File: config.mk
export PLATFORM = sky130hd
export DESIGN_NAME = uart9_addr_rx
export DESIGN_NICKNAME = d
export VERILOG_FILES = /design/src/rtl/uart9_pkg.sv /design/src/rtl/uart9_sync.sv /design/src/rtl/uart9_deframer.sv /design/src/rtl/uart9_attn_filter.sv /design/src/rtl/uart9_addr_rx.sv
export SDC_FILE = /design/constraint.sdc
export NUM_CORES = 1
export LEC_CHECK = 0
export BUFFER_PORTS_ARGS = -buffer_cell sky130_fd_sc_hd__buf_2
export CORE_AREA = 2 2 64 66
export CTS_CLUSTER_DIAMETER = 50
export DETAILED_ROUTE_END_ITERATION = 7
export DIE_AREA = 0 0 66 68
export PLACE_DENSITY = 0.65
export SLEW_MARGIN = 20
export SYNTH_ARGS = -nofsm -noshare
export SYNTH_HDL_FRONTEND = slang
export SYNTH_HIERARCHICAL = 1
export SYNTH_SLANG_ARGS = --single-unit
File: constraint.sdc
create_clock -name clk_i -period 1.5 [get_ports clk_i]
set_clock_uncertainty 0.1 [all_clocks]
set_input_delay 0.3 -clock clk_i [delete_from_list [all_inputs] [get_ports clk_i]]
set_output_delay 0.3 -clock clk_i [all_outputs]
set_load 0.1 [all_outputs]
File: src/rtl/uart9_pkg.sv
package uart9_pkg;
  typedef enum logic {
    ST_IDLE   = 1'b0,
    ST_ACTIVE = 1'b1
  } rx_state_e;
endpackage

File: src/rtl/uart9_sync.sv
module uart9_sync #(
  parameter int    STAGES    = 2,
  parameter logic  RESET_VAL = 1'b1
) (
  input  logic clk_i,
  input  logic rst_ni,
  input  logic d_i,
  output logic q_o
);
  logic [STAGES-1:0] chain_q;

  always_ff @(posedge clk_i or negedge rst_ni) begin
    if (!rst_ni) chain_q <= {STAGES{RESET_VAL}};
    else         chain_q <= {chain_q[STAGES-2:0], d_i};
  end

  assign q_o = chain_q[STAGES-1];
endmodule

File: src/rtl/uart9_deframer.sv
module uart9_deframer
  import uart9_pkg::*;
#(
  parameter int OSR    = 16,
  parameter int DATA_W = 8
) (
  input  logic            clk_i,
  input  logic            rst_ni,
  input  logic            rx_s_i,
  output logic            done_o,
  output logic            stop_ok_o,
  output logic [DATA_W:0] word_o
);
  localparam int BITS  = DATA_W + 3;          // start, data, flag, stop
  localparam int CNT_W = $clog2(OSR);
  localparam int IDX_W = $clog2(BITS);
  localparam int MID   = OSR / 2;

  rx_state_e         state_q;
  logic [CNT_W-1:0]  cnt_q;
  logic [IDX_W-1:0]  idx_q;
  logic              s_a_q, s_b_q;
  logic [DATA_W:0]   shreg_q;
  logic              maj;

  assign maj    = (s_a_q & s_b_q) | (s_a_q & rx_s_i) | (s_b_q & rx_s_i);
  assign word_o = shreg_q;

  always_ff @(posedge clk_i or negedge rst_ni) begin
    if (!rst_ni) begin
      state_q   <= ST_IDLE;
      cnt_q     <= '0;
      idx_q     <= '0;
      s_a_q     <= 1'b1;
      s_b_q     <= 1'b1;
      shreg_q   <= '0;
      done_o    <= 1'b0;
      stop_ok_o <= 1'b0;
    end else begin
      done_o <= 1'b0;
      unique case (state_q)
        ST_IDLE: begin
          if (!rx_s_i) begin
            state_q <= ST_ACTIVE;
            idx_q   <= '0;
            cnt_q   <= CNT_W'(1);
          end
        end
        ST_ACTIVE: begin
          if (cnt_q == CNT_W'(OSR - 1)) begin
            cnt_q <= '0;
            idx_q <= idx_q + 1'b1;
          end else begin
            cnt_q <= cnt_q + 1'b1;
          end
          if (cnt_q == CNT_W'(MID - 1)) s_a_q <= rx_s_i;
          if (cnt_q == CNT_W'(MID))     s_b_q <= rx_s_i;
          if (cnt_q == CNT_W'(MID + 1)) begin
            if (idx_q == '0) begin
              if (maj) state_q <= ST_IDLE;   // false start
            end else if (idx_q == IDX_W'(BITS - 1)) begin
              done_o    <= 1'b1;
              stop_ok_o <= maj;
              state_q   <= ST_IDLE;
            end else begin
              shreg_q <= {maj, shreg_q[DATA_W:1]};
            end
          end
        end
        default: state_q <= ST_IDLE;
      endcase
    end
  end

  p_idle_hold_r3: assert property (@(posedge clk_i) disable iff (!rst_ni)
    (state_q == ST_IDLE && rx_s_i) |=> (state_q == ST_IDLE && !done_o));

  p_word_frozen_r1: assert property (@(posedge clk_i) disable iff (!rst_ni)
    (state_q == ST_IDLE) |=> $stable(word_o));
endmodule

File: src/rtl/uart9_attn_filter.sv
module uart9_attn_filter #(
  parameter int WORD_W = 9
) (
  input  logic              clk_i,
  input  logic              rst_ni,
  input  logic              done_i,
  input  logic              stop_ok_i,
  input  logic [WORD_W-1:0] word_i,
  input  logic              attn_en_i,
  input  logic              accept_data_i,
  input  logic              rd_i,
  output logic [WORD_W-1:0] rx_word_o,
  output logic              rx_valid_o,
  output logic              attn_irq_o,
  output logic              frame_err_o,
  output logic              overrun_o
);
  localparam int FLAG_BIT = WORD_W - 1;

  logic is_addr, drop, store, full_q;

  assign is_addr = word_i[FLAG_BIT];
  assign drop    = attn_en_i && !is_addr && !accept_data_i;
  assign store   = done_i && stop_ok_i && !drop;

  always_ff @(posedge clk_i or negedge rst_ni) begin
    if (!rst_ni) begin
      rx_word_o   <= '0;
      rx_valid_o  <= 1'b0;
      attn_irq_o  <= 1'b0;
      frame_err_o <= 1'b0;
      overrun_o   <= 1'b0;
      full_q      <= 1'b0;
    end else begin
      rx_valid_o  <= store;
      attn_irq_o  <= store && attn_en_i && is_addr;
      frame_err_o <= done_i && !stop_ok_i;
      if (store) begin
        rx_word_o <= word_i;
        full_q    <= 1'b1;
        // a coincident read retires the old word first
        overrun_o <= rd_i ? 1'b0 : (overrun_o | full_q);
      end else if (rd_i) begin
        full_q    <= 1'b0;
        overrun_o <= 1'b0;
      end
    end
  end

  p_irq_addr_r4: assert property (@(posedge clk_i) disable iff (!rst_ni)
    attn_irq_o |-> (rx_valid_o && rx_word_o[FLAG_BIT]));

  p_drop_data_r5: assert property (@(posedge clk_i) disable iff (!rst_ni)
    (done_i && attn_en_i && !word_i[FLAG_BIT] && !accept_data_i) |=> (!rx_valid_o && $stable(rx_word_o)));

  p_no_irq_off_r7: assert property (@(posedge clk_i) disable iff (!rst_ni)
    (done_i && !attn_en_i) |=> !attn_irq_o);

  p_ferr_excl_r8: assert property (@(posedge clk_i) disable iff (!rst_ni)
    frame_err_o |-> (!rx_valid_o && !attn_irq_o));

  p_overrun_set_r9: assert property (@(posedge clk_i) disable iff (!rst_ni)
    $rose(overrun_o) |-> rx_valid_o);

  p_rd_clears_r10: assert property (@(posedge clk_i) disable iff (!rst_ni)
    rd_i |=> !overrun_o);
endmodule

File: src/rtl/uart9_addr_rx.sv
module uart9_addr_rx #(
  parameter int OSR         = 16,
  parameter int DATA_W      = 8,
  parameter int SYNC_STAGES = 2
) (
  input  logic          clk_i,
  input  logic          rst_ni,
  input  logic          rx_i,
  input  logic          attn_en_i,
  input  logic          accept_data_i,
  input  logic          rd_i,
  output logic [DATA_W:0] rx_word_o,
  output logic          rx_valid_o,
  output logic          attn_irq_o,
  output logic          frame_err_o,
  output logic          overrun_o
);
  localparam int WORD_W = DATA_W + 1;

  logic              rx_s;
  logic              done, stop_ok;
  logic [WORD_W-1:0] word;

  uart9_sync #(.STAGES(SYNC_STAGES), .RESET_VAL(1'b1)) i_sync (
    .clk_i (clk_i),
    .rst_ni(rst_ni),
    .d_i   (rx_i),
    .q_o   (rx_s)
  );

  uart9_deframer #(.OSR(OSR), .DATA_W(DATA_W)) i_deframer (
    .clk_i    (clk_i),
    .rst_ni   (rst_ni),
    .rx_s_i   (rx_s),
    .done_o   (done),
    .stop_ok_o(stop_ok),
    .word_o   (word)
  );

  uart9_attn_filter #(.WORD_W(WORD_W)) i_filter (
    .clk_i        (clk_i),
    .rst_ni       (rst_ni),
    .done_i       (done),
    .stop_ok_i    (stop_ok),
    .word_i       (word),
    .attn_en_i    (attn_en_i),
    .accept_data_i(accept_data_i),
    .rd_i         (rd_i),
    .rx_word_o    (rx_word_o),
    .rx_valid_o   (rx_valid_o),
    .attn_irq_o   (attn_irq_o),
    .frame_err_o  (frame_err_o),
    .overrun_o    (overrun_o)
  );

  p_reset_quiet_r11: assert property (@(posedge clk_i)
    !rst_ni |-> (!rx_valid_o && !attn_irq_o && !frame_err_o && !overrun_o));
endmodule

Word-level counts from Yosys, hierarchy flattened
Cells that the tools add are included.
{ "totals": {"out_inout_bits": 13, "in_bits": 6, "register_bits": 38, "word_cells": 71} }
{ "op_classes": {"n_bitwise": 9, "n_eq_ne": 7, "add_sub_neg": 2, "n_reduce_logical": 18, "muxes": 20} }
{ "op_table": {"columns": ["operator", "n"], "rows": [
  ["$eq 4x4->1 const B", 4],
  ["$mux 4", 4],
  ["$pmux 4 s2", 2],
  ["$mux 1", 13],
  ["$add 4x1->4 const B", 2],
  ["$reduce_and 4->1", 2],
  ["$logic_and 1x1->1", 7],
  ["$reduce_and 2->1", 3],
  ["$eq 4x3->1 const B", 1],
  ["$logic_not 1->1", 4],
  ["$logic_not 4->1", 1],
  ["$ne 2x2->1 const B", 2],
  ["$and 1x1->1", 3],
  ["$not 1->1", 3],
  ["$or 1x1->1", 3],
  ["$pmux 1 s2", 1],
  ["$reduce_bool 2->1", 1]
]} }

Logic depth before layout (Yosys ltp)
Gate-level depths: netlist of the first run.
{ "depth": {"depth_word": 7, "depth_mapped": 5, "ltp_nobuf": 5} }

Cells and area by module
The synthesis of the first run kept the hierarchy.
{ "by_module_without_submodules": {"columns": ["mod", "seq_area_each_um2", "cells_per_inst", "area_per_inst_um2", "n_inst"], "rows": [
  ["uart9_deframer", 553.0, 89, 1068.5, 1],
  ["uart9_attn_filter", 350.3, 33, 540.5, 1],
  ["uart9_sync", 52.6, 2, 52.6, 1]
]} }

Worst setup path before layout of the first run
Ideal clock, no wire load.
{ "synth_timing": {"path_kind": "flip-flop to flip-flop", "startpoint": "register i_deframer.idx_q[0]", "endpoint": "register i_deframer.shreg_q[0], in the netlist i_deframer/word_o[0]", "required_ps": 1275, "slack_ps": -126, "path_stages_with_launch": 6, "n_path_buf": 0, "t_arrival_ps": 1402, "setup_time_ps": 125, "period_less_slack_ps": 1626, "path_cell_list": "dfrtp_1 inv_1 ha_1 mux2i_1 o21ai_2 mux2_2"} }
{ "synth_between": {"elab_chain_len": 3, "word_cells_on_any_way": 5, "cone_classes": "1 x eq/ne; 2 x bitwise; 2 x reduce/logical"} }
{ "synth_rtl": {"columns": ["element", "line_no", "text"], "rows": [
  ["start, declared", "uart9_deframer.sv:21", "logic [IDX_W-1:0] idx_q;"],
  ["start signal, assigned", "uart9_deframer.sv:52", "idx_q <= idx_q + 1'b1;"],
  ["$eq 4x4->1 or $logic_not 4->1 (tied branches)", "uart9_deframer.sv:61, uart9_deframer.sv:59", null],
  ["$not 1->1 (no source line)", null, null],
  ["$reduce_and 4->1 (no source line) *", null, null],
  ["end signal, assigned", "uart9_deframer.sv:66", "shreg_q <= {maj, shreg_q[DATA_W:1]};"],
  ["end, declared", "uart9_deframer.sv:23", "logic [DATA_W:0] shreg_q;"]
]} }
Every way passes the cells marked *; elsewhere a longest branch is shown, timed or not.
A chain may end at the register's enable or synchronous reset.

Worst setup path in the final report of the first run
{ "layout_timing": {"startpoint": "register i_deframer.idx_q[1]", "endpoint": "register i_deframer.shreg_q[0], in the netlist i_deframer/word_o[0]"} }
The elaborated chain is that of the path after synthesis.

==> flow_summary_export.csv, run 1 <==
group,metric,value,unit
finish,n_antenna_cell,0,
place,io_buffers,18,
finish,layout-drive-gt1-share,0.570,
place,hpwl,2300,um
critical_path,worstReg2RegEnd,"i_deframer/word_o[0]",
sta,slew_headroom,0.679,
sta,timing.final.ws_setup,-0.156,ns
yosys,syn_inst,124,
floorplan,initial_utilization,0.431,
status,status,"complete, but fails checks",
min_path,hp-class,"in -> reg",
finish,fin_nets,190,
detailed_routing,vias_per_cell,5.11,
critical_path,critPathKind,"reg -> reg",
finish,seqCellArea,956,sq um
clocking,clock-sinks,38,
finish,num-fill-cells,303,
min_path,hold_start,"rd_i",
yosys,synth_nets,136,
detailed_routing,drt.antenna.violating_nets,0,
global_route,track_usage,0.171,
yosys,ys_types,33,
critical_path,reg2reg_depth,6,
power_and_ir_drop,powerDensity,1520,mW/mm^2
global_route,grt_pass1_wl,5600,um
clocking,path_clk_slew,0.08,ns
detailed_routing,via_count,1170,
sta,fmax,604,MHz
yosys,syn_area_per_cell,13.4,sq um
finish,syn2layout_area_growth,44.8,%
finish,multiInputGateArea,816,sq um
clocking,cts_buffers,5,
status,violations,"negative setup slack",
yosys,synth_top_area_share,0.512,
detailed_routing,drt-initial-drc-count,70,
yosys,yosys-top-cells-area,"dfrtp_1, mux2_2, mux2_4",
sta,worst_slew_pin_slew,0.485,ns
critical_path,worstPathRequired,1.58,ns
critical_path,r2r_slack,-0.16,ns
floorplan,dieHeight,68,um
yosys,synth-seq-cells,38,
power_and_ir_drop,p_leak,1.22,nW
clocking,cts_htree_levels,2,
clocking,ctsLongestPathBuffers,2,
global_route,grt_max_degree,19,
floorplan,dieWidth,66,um
clocking,cts-root-buf,"clkbuf_8",
detailed_routing,first_pass_iters,4,
global_route,grt_pass1_vias,1227,
critical_path,end_kind,"register",
critical_path,cp-start-kind,"register",
detailed_routing,wire_per_inst,15.1,um
sta,finalCritPeriodShare,1.10,
critical_path,cp_max_fo,4,
power_and_ir_drop,p_total,3.65,mW
sta,period_needed,1.66,ns
global_route,overflow,0,
floorplan,coreArea,0.00386,sq mm
job,drv_cap,0,
min_path,worstHoldPathCells,2,
yosys,syn_area,0.00166,sq mm
clocking,clk_latency,0.29,ns
finish,postLayoutCoreUtil,0.624,
yosys,seq_area_frac_synth,0.575,
critical_path,timing.rr.start,"i_deframer/idx_q[1]",
floorplan,io_pins,19,
min_path,min_to,"i_filter/overrun_o",
place,place_congestion,0.831,
sta,hold_viol_final,0,
global_route,antenna_found_initial,0,
sta,slew_viol_final,0,
detailed_routing,drc,0,
power_and_ir_drop,max-vdd-ir-drop,813,uV
sta,setup_viol,11,
clocking,cts_tree,"built",
sta,rsz0062_at_grt,"yes",
floorplan,placementRows,23,
detailed_routing,postRouteWirelength,3450,um
critical_path,cp.arrival,1.74,ns
yosys,synth.largest_area_cell,"dfrtp_1",
floorplan,dieArea,0.00449,sq mm
yosys,yosys_warnings,6,
place,post-place-ws,-0.201,ns
## worst max-delay path: stages, from the launching register on
cell and delay [ns]:
dfrtp_1 0.42, buf_6 0.14, ha_4 0.16, mux2i_4 0.17, o21ai_4 0.10, clkbuf_16 0.17, mux2_4 0.29
## flip-flops by register name, summed over array words and instances (netlist names)
name,flops
i_filter/rx_word_o,9
i_filter/frame_err_o,1
i_filter/rx_valid_o,1
i_deframer/s_a_q,1
i_deframer/done_o,1
i_sync/chain_q,2
i_deframer/s_b_q,1
i_deframer/stop_ok_o,1
i_filter/full_q,1
i_deframer/state_q,1
i_deframer/cnt_q,4
i_deframer/word_o,9
i_filter/attn_irq_o,1
i_filter/overrun_o,1
i_deframer/idx_q,4
## through the flow
stage | std cells | setup TNS (ns) | hold WS [ns] | instance area [sq um]
floorplan | 124 | -0.984 | -0.0956 | 1700
detailed placement | 209 | -1.86 | 0.0933 | 2000
CTS | 223 | -1.29 | 0.0656 | 2230
global route | 229 | -2.05 | 0.0759 | 2410
global placement | 209 | -1.18 | 0.0860 | 2000
finish | 229 | -1.45 | 0.0753 | 2410
## logic make-up (layout without fill, tap and decap cells)
| logic type | count (synthesis) | count (layout) | share of synthesized area |
|---|---|---|---|
| multiplexers | 25 | 25 | 0.184 |
| AO/OA/AOI/OAI | 13 | 13 | 0.0505 |
| flip-flops | 38 | 38 | 0.575 |
| adder cells (fa/ha/maj) | 7 | 7 | 0.0520 |
| XOR/XNOR | 1 | 1 | 0.00527 |
| AND/OR/NAND/NOR | 30 | 30 | 0.108 |
| buffers and inverters | 10 | 65 | 0.0256 |
## report_power, final
part	switching, mW	total (mW)	internal (mW)
combinational	0.593	1.33	0.732
clock	0.373	1.04	0.666
sequential	0.105	1.29	1.18
## cell usage after synthesis (all sizes together)
master and instances:
and2 1, inv 6, nand4b 2, and4b 2, a22oi 1, dfstp 4, o211ai 1, nor2 2
or4b 2, dfrtp 34, mux2i 5, o22ai 1, a31oi 3, maj3 1, ha 6, nor2b 3
or3b 1, clkbuf 3, a22o 1, nand2 10, nand3 4, xor2 1, nand4 2, buf 1
mux2 20, a21oi 1, o21ai 5, and3 1
## layout by cell type, fill, tap and decap left out, drive strengths merged, types with 3 or more instances in the layout
cell and n:
inv 6, nor2b 3, buf 40, ha 6, dfstp 4, nand3 4
o21ai 5, nand2 10, mux2i 5, dfrtp 34, a31oi 3, clkbuf 14
mux2 20
## per-layer routing
metal | GRT usage | routed length, um | vias up
li1 | - | - | 548
met1 | 0.192 | 1430 | 577
met2 | 0.293 | 1790 | 36
met3 | 0.0378 | 149 | 9
met4 | 0.115 | 76 | 0
met5 | 0 | 0 | -
## how the worst max path moves through the flow
stage | startpoint | end | slack, ns | depth (start not counted)
CTS | i_deframer/idx_q[0] | i_deframer/word_o[6] | -0.14 | 6
floorplan | i_deframer/cnt_q[1] | i_deframer/stop_ok_o | -0.11 | 5
detailed placement | i_deframer/cnt_q[1] | i_deframer/stop_ok_o | -0.20 | 5
global route | i_deframer/idx_q[1] | i_deframer/word_o[0] | -0.21 | 6
global placement | i_deframer/cnt_q[1] | i_deframer/stop_ok_o | -0.15 | 5
finish | i_deframer/idx_q[1] | i_deframer/word_o[0] | -0.16 | 6
## what timing repair did
action,in CTS,in global routing
cloned,0,1
pin swaps,7,9
hold buffers,2,0
setup buffers,4,6
hold endpoints to repair,6,0
gates resized for setup,10,29
endpoints found under the setup margin,12,32
## cell type report
| cell class | count | area share |
|---|---|---|
| sequential | 38 | 0.397 |
| multi-input combinational | 76 | 0.339 |
| timing repair buffer | 51 | 0.168 |
| clock buffer | 5 | 0.0286 |
| clock inverter | 3 | 0.0286 |
| tap | 50 | 0.0260 |
| inverter | 6 | 0.0125 |
Power figures use the tool's default switching activity.
==> run 2: changes to the inputs <==
--- a/config.mk
+++ b/config.mk
@@ -7,9 +7,11 @@
 export LEC_CHECK = 0
 export BUFFER_PORTS_ARGS = -buffer_cell sky130_fd_sc_hd__buf_2
 export CORE_AREA = 2 2 64 66
+export CTS_BUF_LIST = sky130_fd_sc_hd__clkbuf_2 sky130_fd_sc_hd__clkbuf_4 sky130_fd_sc_hd__clkbuf_8
 export CTS_CLUSTER_DIAMETER = 50
 export DETAILED_ROUTE_END_ITERATION = 7
 export DIE_AREA = 0 0 66 68
+export HOLD_SLACK_MARGIN = 0.08
 export PLACE_DENSITY = 0.65
 export SLEW_MARGIN = 20
 export SYNTH_ARGS = -nofsm -noshare
==> flow_summary_export.csv, run 2 (synthesized netlist as in run 1, its figures left out) <==
group,metric,value,unit
status,status,"complete, but fails checks",
status,violations,"negative setup slack",
sta,period_needed,1.66,ns
finish,final_common_cell,"dfrtp_1",
global_route,antenna_found_initial,0,
clocking,cts_buffers,5,
floorplan,dieWidth,66,um
detailed_routing,drt.antenna.violating_nets,0,
global_route,grt_pass1_wl,5630,um
finish,n_antenna_cell,0,
sta,finalCritPeriodShare,1.10,
place,hpwl,2300,um
sta,timing.final.ws_setup,-0.156,ns
min_path,worstHoldPathCells,2,
clocking,cts-root-buf,"clkbuf_8",
floorplan,placementRows,23,
critical_path,cp_max_fo,4,
sta,tns,-1.46,ns
detailed_routing,vias_per_cell,5.13,
sta,slew_headroom,0.679,
finish,postLayoutCoreUtil,0.627,
floorplan,initial_utilization,0.431,
critical_path,worstPathRequired,1.58,ns
finish,final_area,0.00242,sq mm
critical_path,critPathKind,"reg -> reg",
global_route,grt_max_degree,19,
sta,fmax,604,MHz
detailed_routing,first_pass_iters,4,
clocking,cts_htree_levels,2,
critical_path,cp.arrival,1.74,ns
finish,syn2layout_area_growth,45.4,%
min_path,hp-class,"in -> reg",
detailed_routing,wire_per_inst,15.1,um
detailed_routing,via_count,1180,
place,placed_cells,209,
global_route,overflow,0,
finish,fin_nets,191,
finish,num-fill-cells,302,
finish,layout_common_cells,"dfrtp_1, buf_4, mux2_4, buf_2, nand2_1",
place,placed_area,0.00200,sq mm
finish,layout-drive-gt1-share,0.567,
power_and_ir_drop,powerDensity,1510,mW/mm^2
detailed_routing,postRouteWirelength,3460,um
place,io_buffers,18,
global_route,grt_pass1_vias,1235,
critical_path,end_kind,"register",
sta,hold_viol_final,0,
clocking,clock-sinks,38,
floorplan,io_pins,19,
floorplan,coreArea,0.00386,sq mm
place,place_congestion,0.831,
global_route,track_usage,0.172,
detailed_routing,drt-initial-drc-count,55,
clocking,ctsLongestPathBuffers,2,
power_and_ir_drop,p_leak,1.22,nW
sta,rsz0062_at_grt,"yes",
clocking,clk_latency,0.29,ns
floorplan,dieHeight,68,um
clocking,cts_tree,"built",
power_and_ir_drop,max-vdd-ir-drop,812,uV
critical_path,cp-start-kind,"register",
sta,slew_viol_final,0,
sta,worst_slew_pin_slew,0.485,ns
floorplan,dieArea,0.00449,sq mm
clocking,path_clk_slew,0.08,ns
detailed_routing,drc,0,
critical_path,reg2reg_depth,6,
finish,finalNonFillerCells,230,
job,drv_cap,0,
sta,setup_viol,11,
-- run 2: metrics by stage --
step                      hold slack, ns  setup slack (ns)  power [mW]
after CTS                          0.177            -0.142        3.42
after floorplan                  -0.0956            -0.113        1.82
final                              0.198            -0.156        3.65
after global placement            0.0860            -0.147        2.17
after detailed placement          0.0933            -0.201        2.22
after global routing               0.187            -0.209        3.87
-- run 2: power breakdown --
part | switching (mW) | internal, mW
clock network | 0.371 | 0.666
registers | 0.105 | 1.18
logic | 0.594 | 0.734
total | 1.07 | 2.58
-- run 2: worst max-delay path: stages, from the launching register on --
cell,delay (ns)
dfrtp_1,0.42
buf_6,0.14
ha_4,0.16
mux2i_4,0.17
o21ai_4,0.10
clkbuf_16,0.17
mux2_4,0.29
-- run 2: layout make-up --
cell class              instances  area (sq um)  share of cell area
flip-flops and latches         38           956               0.396
clock inverters                 3          68.8              0.0285
well taps                      50          62.6              0.0259
clock buffers                   5          68.8              0.0285
multi-input cells              76           816               0.338
repair buffers                 52           414               0.171
inverters                       6          30.0              0.0124
-- run 2: repair_timing --
action,CTS,global route
endpoints found under the setup margin,12,32
hold buffers,3,0
pin swaps,7,9
cloned,0,1
resized for setup,10,29
setup buffers,4,6
endpoints found under the hold margin,11,0
-- run 2: worst paths after layout --
path,from,end,slack (ns)
min in group asynchronous,rst_ni,i_deframer/word_o[6],0.31
setup / recovery,i_deframer/idx_q[1],i_deframer/word_o[0],-0.16
setup reg to reg,i_deframer/idx_q[1],i_deframer/word_o[0],-0.16
hold reg to reg,i_sync/chain_q[0],i_sync/chain_q[1],0.26
max in group asynchronous,rst_ni,i_filter/rx_word_o[8],0.46
hold / removal,attn_en_i,i_filter/attn_irq_o,0.20
-- run 2: routing by layer --
| layer | vias to the layer above | share of wire | wire length [um] | GRT usage |
|---|---|---|---|---|
| met3 | 9 | 0.047 | 162 | 0.0378 |
| met1 | 581 | 0.41 | 1430 | 0.192 |
| li1 | 551 | - | - | - |
| met5 | - | 0 | 0 | 0 |
| met4 | 0 | 0.022 | 76 | 0.115 |
| met2 | 39 | 0.52 | 1800 | 0.295 |
